--- config.mk ---
export PLATFORM = sky130hd
export DESIGN_NAME = vaddr_xlate
export DESIGN_NICKNAME = d
export VERILOG_FILES = /design/src/rtl/vaddr_xlate.sv
export SDC_FILE = /design/constraint.sdc
export NUM_CORES = 1
export LEC_CHECK = 0
export BUFFER_PORTS_ARGS = -buffer_cell sky130_fd_sc_hd__buf_4
export CAP_MARGIN = 20
export CORE_ASPECT_RATIO = 0.5
export CORE_MARGIN = 5
export CORE_UTILIZATION = 45
export DETAILED_ROUTE_END_ITERATION = 6
export PLACE_DENSITY = 0.73
export SLEW_MARGIN = 25
export SYNTH_ARGS = -nofsm -noshare
export SYNTH_HDL_FRONTEND = slang
export SYNTH_SLANG_ARGS = --single-unit
--- constraint.sdc ---
create_clock -name clk -period 19.7 [get_ports clk]
set_input_delay 2.955 -clock clk [delete_from_list [all_inputs] [get_ports clk]]
set_output_delay 2.955 -clock clk [all_outputs]
set_load 0.05 [all_outputs]
--- src/rtl/vaddr_xlate.sv ---
module vaddr_xlate #(
  parameter int OFF_W = 9,
  parameter int PA_W = 30,
  localparam int VPN_W = 30 - OFF_W,
  localparam int LEN_W = VPN_W + 1
) (
  input  logic             clk,
  input  logic             rst_n,
  input  logic             req_valid,
  output logic             req_ready,
  input  logic [31:0]      req_vaddr,
  input  logic             req_write,
  input  logic [1:0]       req_mode,
  input  logic [PA_W-1:0]  sys_base,
  input  logic [LEN_W-1:0] sys_len,
  input  logic [31:0]      p0_base,
  input  logic [LEN_W-1:0] p0_len,
  input  logic [31:0]      p1_base,
  input  logic [LEN_W-1:0] p1_len,
  output logic             rsp_valid,
  input  logic             rsp_ready,
  output logic [2:0]       rsp_status,
  output logic             rsp_pt_fault,
  output logic [PA_W-1:0]  rsp_paddr,
  output logic             mem_req,
  output logic [PA_W-1:0]  mem_addr,
  input  logic             mem_ack,
  input  logic [31:0]      mem_rdata
);
  localparam int PFN_W = PA_W - OFF_W;
  localparam logic [2:0] ST_OK = 3'd0, ST_LEN = 3'd1, ST_ACV = 3'd2,
                         ST_TNV = 3'd3, ST_RSV = 3'd4;

  typedef enum logic [1:0] {S_IDLE, S_SPTE, S_PTE, S_RSP} st_t;
  st_t state;

  logic [1:0]       mode_q;
  logic             wr_q;
  logic [OFF_W-1:0] off_q, pt_off_q;
  logic [PA_W-1:0]  addr_q, paddr_q;
  logic [2:0]       status_q;
  logic             flag_q;

  wire [1:0]       rgn    = req_vaddr[31:30];
  wire [VPN_W-1:0] vpn    = req_vaddr[29:OFF_W];
  wire [31:0]      pt_va  = (rgn[0] ? p1_base : p0_base) + 32'({vpn, 2'b00});
  wire [VPN_W-1:0] pt_vpn = pt_va[29:OFF_W];
  wire in_len = (rgn == 2'd1) ? ({1'b0, vpn} >= p1_len)
                              : ({1'b0, vpn} < (rgn[1] ? sys_len : p0_len));
  wire pt_len_ok = {1'b0, pt_vpn} < sys_len;

  wire [PA_W-1:0] sys_ent  = sys_base + {{(PA_W-VPN_W-2){1'b0}}, vpn, 2'b00};
  wire [PA_W-1:0] pt_ent   = sys_base + {{(PA_W-VPN_W-2){1'b0}}, pt_vpn, 2'b00};

  wire             pte_v   = mem_rdata[31];
  wire [3:0]       pte_pr  = mem_rdata[30:27];
  wire [PFN_W-1:0] pte_pfn = mem_rdata[PFN_W-1:0];
  wire [1:0]       lim     = wr_q ? pte_pr[3:2] : pte_pr[1:0];
  wire             allowed = mode_q <= lim;

  assign req_ready    = (state == S_IDLE);
  assign rsp_valid    = (state == S_RSP);
  assign mem_req      = (state == S_SPTE) || (state == S_PTE);
  assign mem_addr     = addr_q;
  assign rsp_status   = status_q;
  assign rsp_pt_fault = flag_q;
  assign rsp_paddr    = paddr_q;

  always_ff @(posedge clk) begin
    if (!rst_n) begin
      state    <= S_IDLE;
      mode_q   <= '0;
      wr_q     <= 1'b0;
      off_q    <= '0;
      pt_off_q <= '0;
      addr_q   <= '0;
      paddr_q  <= '0;
      status_q <= ST_OK;
      flag_q   <= 1'b0;
    end else begin
      case (state)
        S_IDLE: if (req_valid) begin
          mode_q   <= req_mode;
          wr_q     <= req_write;
          off_q    <= req_vaddr[OFF_W-1:0];
          pt_off_q <= pt_va[OFF_W-1:0];
          paddr_q  <= '0;
          flag_q   <= 1'b0;
          if (rgn == 2'd3) begin
            status_q <= ST_RSV;
            state    <= S_RSP;
          end else if (!in_len) begin
            status_q <= ST_LEN;
            state    <= S_RSP;
          end else if (rgn == 2'd2) begin
            addr_q <= sys_ent;
            state  <= S_PTE;
          end else if (pt_va[31:30] != 2'd2) begin
            status_q <= ST_RSV;
            flag_q   <= 1'b1;
            state    <= S_RSP;
          end else if (!pt_len_ok) begin
            status_q <= ST_LEN;
            flag_q   <= 1'b1;
            state    <= S_RSP;
          end else begin
            addr_q <= pt_ent;
            state  <= S_SPTE;
          end
        end
        S_SPTE: if (mem_ack) begin
          if (!pte_v) begin
            status_q <= ST_TNV;
            flag_q   <= 1'b1;
            state    <= S_RSP;
          end else begin
            addr_q <= {pte_pfn, pt_off_q};
            state  <= S_PTE;
          end
        end
        S_PTE: if (mem_ack) begin
          state <= S_RSP;
          if (!allowed) status_q <= ST_ACV;
          else if (!pte_v) status_q <= ST_TNV;
          else begin
            status_q <= ST_OK;
            paddr_q  <= {pte_pfn, off_q};
          end
        end
        default: if (rsp_ready) state <= S_IDLE;
      endcase
    end
  end

  a_r1_reserved_region: assert property (@(posedge clk) disable iff (!rst_n)
    req_valid && req_ready && req_vaddr[31:30] == 2'd3 |=>
      rsp_valid && rsp_status == ST_RSV && !rsp_pt_fault);

  a_r2_low_region_limit: assert property (@(posedge clk) disable iff (!rst_n)
    req_valid && req_ready && req_vaddr[31:30] == 2'd0 &&
      {1'b0, req_vaddr[29:OFF_W]} >= p0_len |=>
      rsp_valid && rsp_status == ST_LEN && !rsp_pt_fault);

  a_r3_high_region_limit: assert property (@(posedge clk) disable iff (!rst_n)
    req_valid && req_ready && req_vaddr[31:30] == 2'd1 &&
      {1'b0, req_vaddr[29:OFF_W]} < p1_len |=>
      rsp_valid && rsp_status == ST_LEN && !rsp_pt_fault);

  a_r8_rsp_hold: assert property (@(posedge clk) disable iff (!rst_n)
    rsp_valid && !rsp_ready |=> rsp_valid && $stable(rsp_status) &&
      $stable(rsp_paddr) && $stable(rsp_pt_fault));

  a_r8_fault_zero_addr: assert property (@(posedge clk) disable iff (!rst_n)
    rsp_valid && rsp_status != ST_OK |-> rsp_paddr == '0);

  a_r9_mem_hold: assert property (@(posedge clk) disable iff (!rst_n)
    mem_req && !mem_ack |=> mem_req && $stable(mem_addr));

  a_r9_idle_quiet: assert property (@(posedge clk) disable iff (!rst_n)
    req_ready |-> !mem_req && !rsp_valid);
endmodule

# [Word-level counts from Yosys, hierarchy flattened]
# Index checks and enable logic that the tools add are counted.
[classes] add_sub_neg=3 n_eq_ne=20 muxes=50 n_lt_le_gt_ge=4 n_reduce_logical=12
[ops] operator="$mux W30" count=12
[ops] operator="$pmux W30 S2" count=2
[ops] operator="$add A30 B23 Y30" count=2
[ops] operator="$lt A21 B22 Y1" count=2
[ops] operator="$add A32 B23 Y32" count=1
[ops] operator="$mux W32" count=1
[ops] operator="$mux W3" count=9
[ops] operator="$mux W2" count=12
[ops] operator="$ge A21 B22 Y1" count=1
[ops] operator="$mux W22" count=1
[ops] operator="$ne A2 B2 Y1 const B" count=9
[ops] operator="$mux W1" count=10
[ops] operator="$pmux W3 S3" count=1
[ops] operator="$eq A2 B2 Y1 const B" count=4
[ops] operator="$reduce_and A4 Y1" count=2
[ops] operator="$reduce_and A8 Y1" count=1
[ops] operator="$reduce_and A7 Y1" count=1
[ops] operator="$pmux W2 S3" count=1
[ops] operator="$ne A5 B3 Y1 const B" count=1
[ops] operator="$reduce_and A5 Y1" count=1
[ops] operator="$eq A2 B1 Y1 const B" count=2
[ops] operator="$ne A4 B4 Y1 const B" count=1
[ops] operator="$reduce_bool A2 Y1" count=2
[ops] operator="$reduce_bool A4 Y1" count=1
[ops] operator="9 further kinds" count=9
[word_totals] input_bits=232 ff_bits=87

# [Longest topological paths before layout]
[logic_depth] ltp_word=10 ltp_mapped=28

# [Worst setup path after synthesis]
# Ideal clock, no wire load.
[synth_timing] path_kind="input to register" startpoint="in req_vaddr[30]" endpoint="reg addr_q[25], in the netlist mem_addr[25]" arrival_time_ns=8.297 slack_ns=11.333 path_buffers=3 path_stages=25 cell_sequence="buf_2 -> buf_1 -> clkbuf_1 -> mux2_2 -> ha_1 -> a211oi_2 -> nor4_2 -> o311ai_2 -> nand2_1 -> a21o_1 -> a221o_1 -> a21oi_1 -> o21ai_1 -> xor2_1 -> mux2_2 -> ha_1 -> and4_1 -> nand2_1 -> o221ai_1 -> o21ai_0 -> a31oi_1 -> a31o_2 -> a21oi_1 -> a211o_1 -> a21oi_1"
[synth_between] elab_chain_cells=10
[synth_lines] element="start, declared" line="11" source="input logic [31:0] req_vaddr,"
[synth_lines] element="$mux W32" line="46" source="wire [31:0] pt_va = (rgn[0] ? p1_base : p0_base) + 32'({vpn, 2'b00});"
[synth_lines] element="$add A32 B23 Y32" line="46"
[synth_lines] element="$add A30 B23 Y30" line="53" source="wire [PA_W-1:0] pt_ent = sys_base + {{(PA_W-VPN_W-2){1'b0}}, pt_vpn, 2'b00};"
[synth_lines] element="$mux W30" line="102" source="end else if (!pt_len_ok) begin"
[synth_lines] element="$mux W30" line="98" source="end else if (pt_va[31:30] != 2'd2) begin"
[synth_lines] element="$mux W30" line="95" source="end else if (rgn == 2'd2) begin"
[synth_lines] element="$mux W30" line="92" source="end else if (!in_len) begin"
[synth_lines] element="$mux W30" line="89" source="if (rgn == 2'd3) begin"
[synth_lines] element="$mux W30" line="82" source="S_IDLE: if (req_valid) begin"
[synth_lines] element="$pmux W30 S2" line="81" source="case (state)"
[synth_lines] element="end signal, assigned" line="96" source="addr_q <= sys_ent;"
[synth_lines] element="end signal, assigned" line="107" source="addr_q <= pt_ent;"
[synth_lines] element="end signal, assigned" line="117" source="addr_q <= {pte_pfn, pt_off_q};"
[synth_lines] element="end, declared" line="40" source="logic [PA_W-1:0] addr_q, paddr_q;"
# Several ways; a longest one is shown, not always the timed one. The select of a mux whose other input is x is not followed.
# A chain may end at the register's enable or synchronous reset.

# [Final worst setup path]
[layout_timing] startpoint="in req_vaddr[30]" endpoint="reg addr_q[19], in the netlist mem_addr[19]"
# Same word-level chain as after synthesis.

==> key figures <==
Timing
  • Final slew viol count: 0
  • Final setup vio count: 0
  • F_max: 0.111 GHz
  • Unrepaired setup endpoints after global routing: false
  • Hold Vio Cnt, Final: 0
  • Final setup TNS: 0 ns
  • Tmin final: 8.97 ns
  • Worst clock skew: 0.00618 ns
  • Relative slew slack: 34.5%
  • Final worst path period share: 45.5%
  • Worst slew pin tran: 0.983 ns

Critical path
  • Critical Path, Cell by Cell: buf_4 -> mux2_2 -> ha_1 -> nand3_1 -> nor4_2 -> o311ai_2 -> a211oi_1 -> a21oi_1 -> o21ai_1 -> nand3_1 -> xor2_1 -> and2_1 -> nor2_1 -> ha_1 -> nand4_1 -> or4_1 -> or2_2 -> o2111a_2 -> a31oi_4 -> buf_4 -> or2b_1 -> o311a_1
  • Setup Crit Path Kind: in -> reg
  • CP top delay family: simple AND/OR/NAND/NOR gates
  • Reg-to-Reg End: mem_addr[19]
  • Critical Path RT: 19.92 ns
  • CP endpoint kind: register
  • CP max FO: 46
  • Worst Path Arrival: 9.19 ns
  • Worst reg-to-reg setup slack: 16.44 ns
  • Critical path's largest stage delay: 0.53 ns
  • Worst reg2reg path startpoint: state[1]
  • CP bufs+invs: 2
  • CP max-delay cell: a31oi_4
  • Worst-case reg-to-reg path depth: 8
  • Critical Path Source Type: input pin

Placement
  • RePlAce Congestion: 0.932
  • Port Buffer Count: 292
  • DP HPWL: 23700 um

Floorplanning
  • IO Pins: 299
  • Starting Density: 45.6%
  • Placement Rows: 35
  • Die Ht: 106 um
  • Core area: 0.0183 mm2
  • Die Span X: 203 um
  • DIE AREA: 0.0216 mm2

Route
  • DRC violations left: 0
  • Vias per Instance: 5.61
  • Wire per inst: 18.4 um
  • WL final: 28700 um
  • DRT antenna net count: 0
  • First-pass detailed-route iteration total: 5
  • DR iter-0 viols: 568
  • Total vias in the final route: 8777

Yosys
  • Library cells used by synthesis: 72
  • Post-synth EDFFs: 0
  • Synth top area share: 20.8%
  • Synth Register Bits: 87
  • Mapped Avg Cell Area: 7.94 um2
  • Cell Area, Synth: 0.00837 mm2
  • Synth warn: 0
  • Sequential area share after synthesis: 20.8%
  • Syn_nets: 1397
  • Synth async-reset ratio: 0%
  • Leading area contributor after synthesis: dfxtp_1
  • Synth top area cells: dfxtp_1 (21%), ha_1 (16%), mux2_2 (6.1%)
  • Gate Count Post-Synth: 1054
  • Synth Flop Type: dfxtp_1

CTS
  • Post-CTS Hold Buffers: 0
  • Cts bufs inserted: 9
  • Post-CTS Setup Bufs: 0
  • Root buffer cell: clkbuf_16
  • CTS tree: done
  • H-tree lvl count: 3
  • Clk buf depth: 2
  • # resized after CTS: 0
  • Clock-pin slew on the worst setup and hold paths: 0.07 ns
  • Clock latency on the worst-skew pair: 0.33 ns
  • Clk sinks: 87

Hold path
  • Worst hold stages: 2
  • Hold crit path type: reg -> reg
  • Hold Crit Start: mode_q[0]
  • Hold path endpoint: mode_q[0]

Power
  • Static Leak: 5.30 nW
  • Power, Total: 1.14 mW
  • Pwr/cell area: 104 mW/mm2
  • Peak VDD IR: 81.9 uV

Final layout
  • Most frequent cells in the layout: buf_4 (296), ha_1 (108), nand2_1 (106)
  • Nets: 1662
  • ANT cells: 0
  • Commonest non-fill, non-tap cell in the layout: buf_4
  • Core Util, Final: 60.0%
  • Share of cells above drive strength 1: 28.2%
  • Synthesis-to-layout area growth: 31.5%

Global route
  • Met3 Track Usage GR: 3.75%
  • Global Route Usage Sum: 25.5%
  • Vias in the first global route: 8485
  • First-pass GRT wire length: 44700 um
  • GR Util met1: 36.8%
  • Total grt overflow: 0
  • M2 GR Usage: 40.7%
  • Busiest grt layer: met2
  • Initial antenna violation count: 0
  • Largest net degree at the start of global routing: 69

Run
  • Maxcap violations: 0

Status
  • Status: complete, no violations
==> registers in the layout, summed over array words and instances (netlist names) <==
| name | flops |
|---|---|
| mem_addr | 30 |
| mode_q | 2 |
| off_q | 9 |
| pt_off_q | 9 |
| rsp_paddr | 30 |
| rsp_pt_fault | 1 |
| rsp_status | 3 |
| state | 2 |
| wr_q | 1 |
==> worst max-delay path by stage <==
| stage | start | to | slack [ns] | cells past startpoint |
|---|---|---|---|---|
| final | req_vaddr[30] | mem_addr[19] | 10.73 | 22 |
| after global routing | req_vaddr[30] | mem_addr[16] | 10.30 | 22 |
| after CTS | req_vaddr[30] | mem_addr[19] | 10.73 | 22 |
| after detailed placement | req_vaddr[30] | mem_addr[19] | 10.40 | 22 |
| after global placement | req_vaddr[30] | mem_addr[19] | 10.47 | 22 |
| after floorplan | req_vaddr[30] | mem_addr[25] | 11.33 | 25 |
==> cells by family after synthesis <==
kind of cell | share of synthesized area [%]
xor gates and xnor gates | 4.71
AOI/OAI and AO/OA | 22.9
adders and majority gates | 16.8
DFF | 20.8
and+or+nand+nor | 17.4
muxes | 11.9
buffers and inverters | 5.43
==> per-layer routing <==
layer / vias to the layer above / share of wire [%]
met5: - / 0
met4: 0 / 1.3
met3: 32 / 7.0
met2: 285 / 45
met1: 4087 / 47
li1: 4373 / -
==> worst reg2reg max path, delay by kind of cell (launching register included) <==
family                   cells  cell delay, ns
AND/OR/NAND/NOR              1            0.27
flip-flops                   1            0.35
adder cells (fa/ha/maj)      1            0.84
buffers and inverters        2            0.55
AO/OA/AOI/OAI                4            1.15
==> synthesized netlist by cell type (all sizes together), types with 9 or more instances <==
| cell | instances |
|---|---|
| mux2 | 45 |
| mux2i | 49 |
| o21ai | 59 |
| nand3 | 31 |
| a21o | 19 |
| ha | 109 |
| nand2 | 107 |
| xor2 | 16 |
| a31oi | 10 |
| nor3 | 22 |
| xnor2 | 29 |
| a22oi | 30 |
| buf | 9 |
| o21a | 9 |
| and3 | 11 |
| nor2 | 100 |
| inv | 66 |
| a21oi | 76 |
| dfxtp | 87 |
| a211oi | 23 |
| clkbuf | 33 |
==> through the flow <==
stage / setup slack (ns) / instances / instance area, um2 / hold WS (ns)
6_report: 10.73 / 1564 / 11000 / 0.453
4_1_cts: 10.73 / 1564 / 11000 / 0.455
2_1_floorplan: 11.33 / 1054 / 8370 / 0.433
3_3_place_gp: 10.47 / 1548 / 10700 / 0.439
5_1_grt: 10.30 / 1564 / 11000 / 0.481
3_5_place_dp: 10.40 / 1548 / 10700 / 0.447
==> cell type report <==
| class | instances | area [um2] |
|---|---|---|
| Clock buffer | 10 | 239 |
| Clock inverter | 6 | 68.8 |
| Fill cell | 1675 | 7350 |
| Inverter | 66 | 248 |
| Multi-Input combinational cell | 859 | 6180 |
| Sequential cell | 87 | 1740 |
| Tap cell | 240 | 300 |
| Timing Repair Buffer | 296 | 2220 |
==> power breakdown <==
group          internal, mW  switching [mW]  leakage, nW
Combinational         0.263           0.461         4.44
Clock                 0.102          0.0699        0.149
Sequential            0.221          0.0266        0.710
Total                 0.586           0.557         5.30
Note: power is estimated with default switching activity, not from simulation.
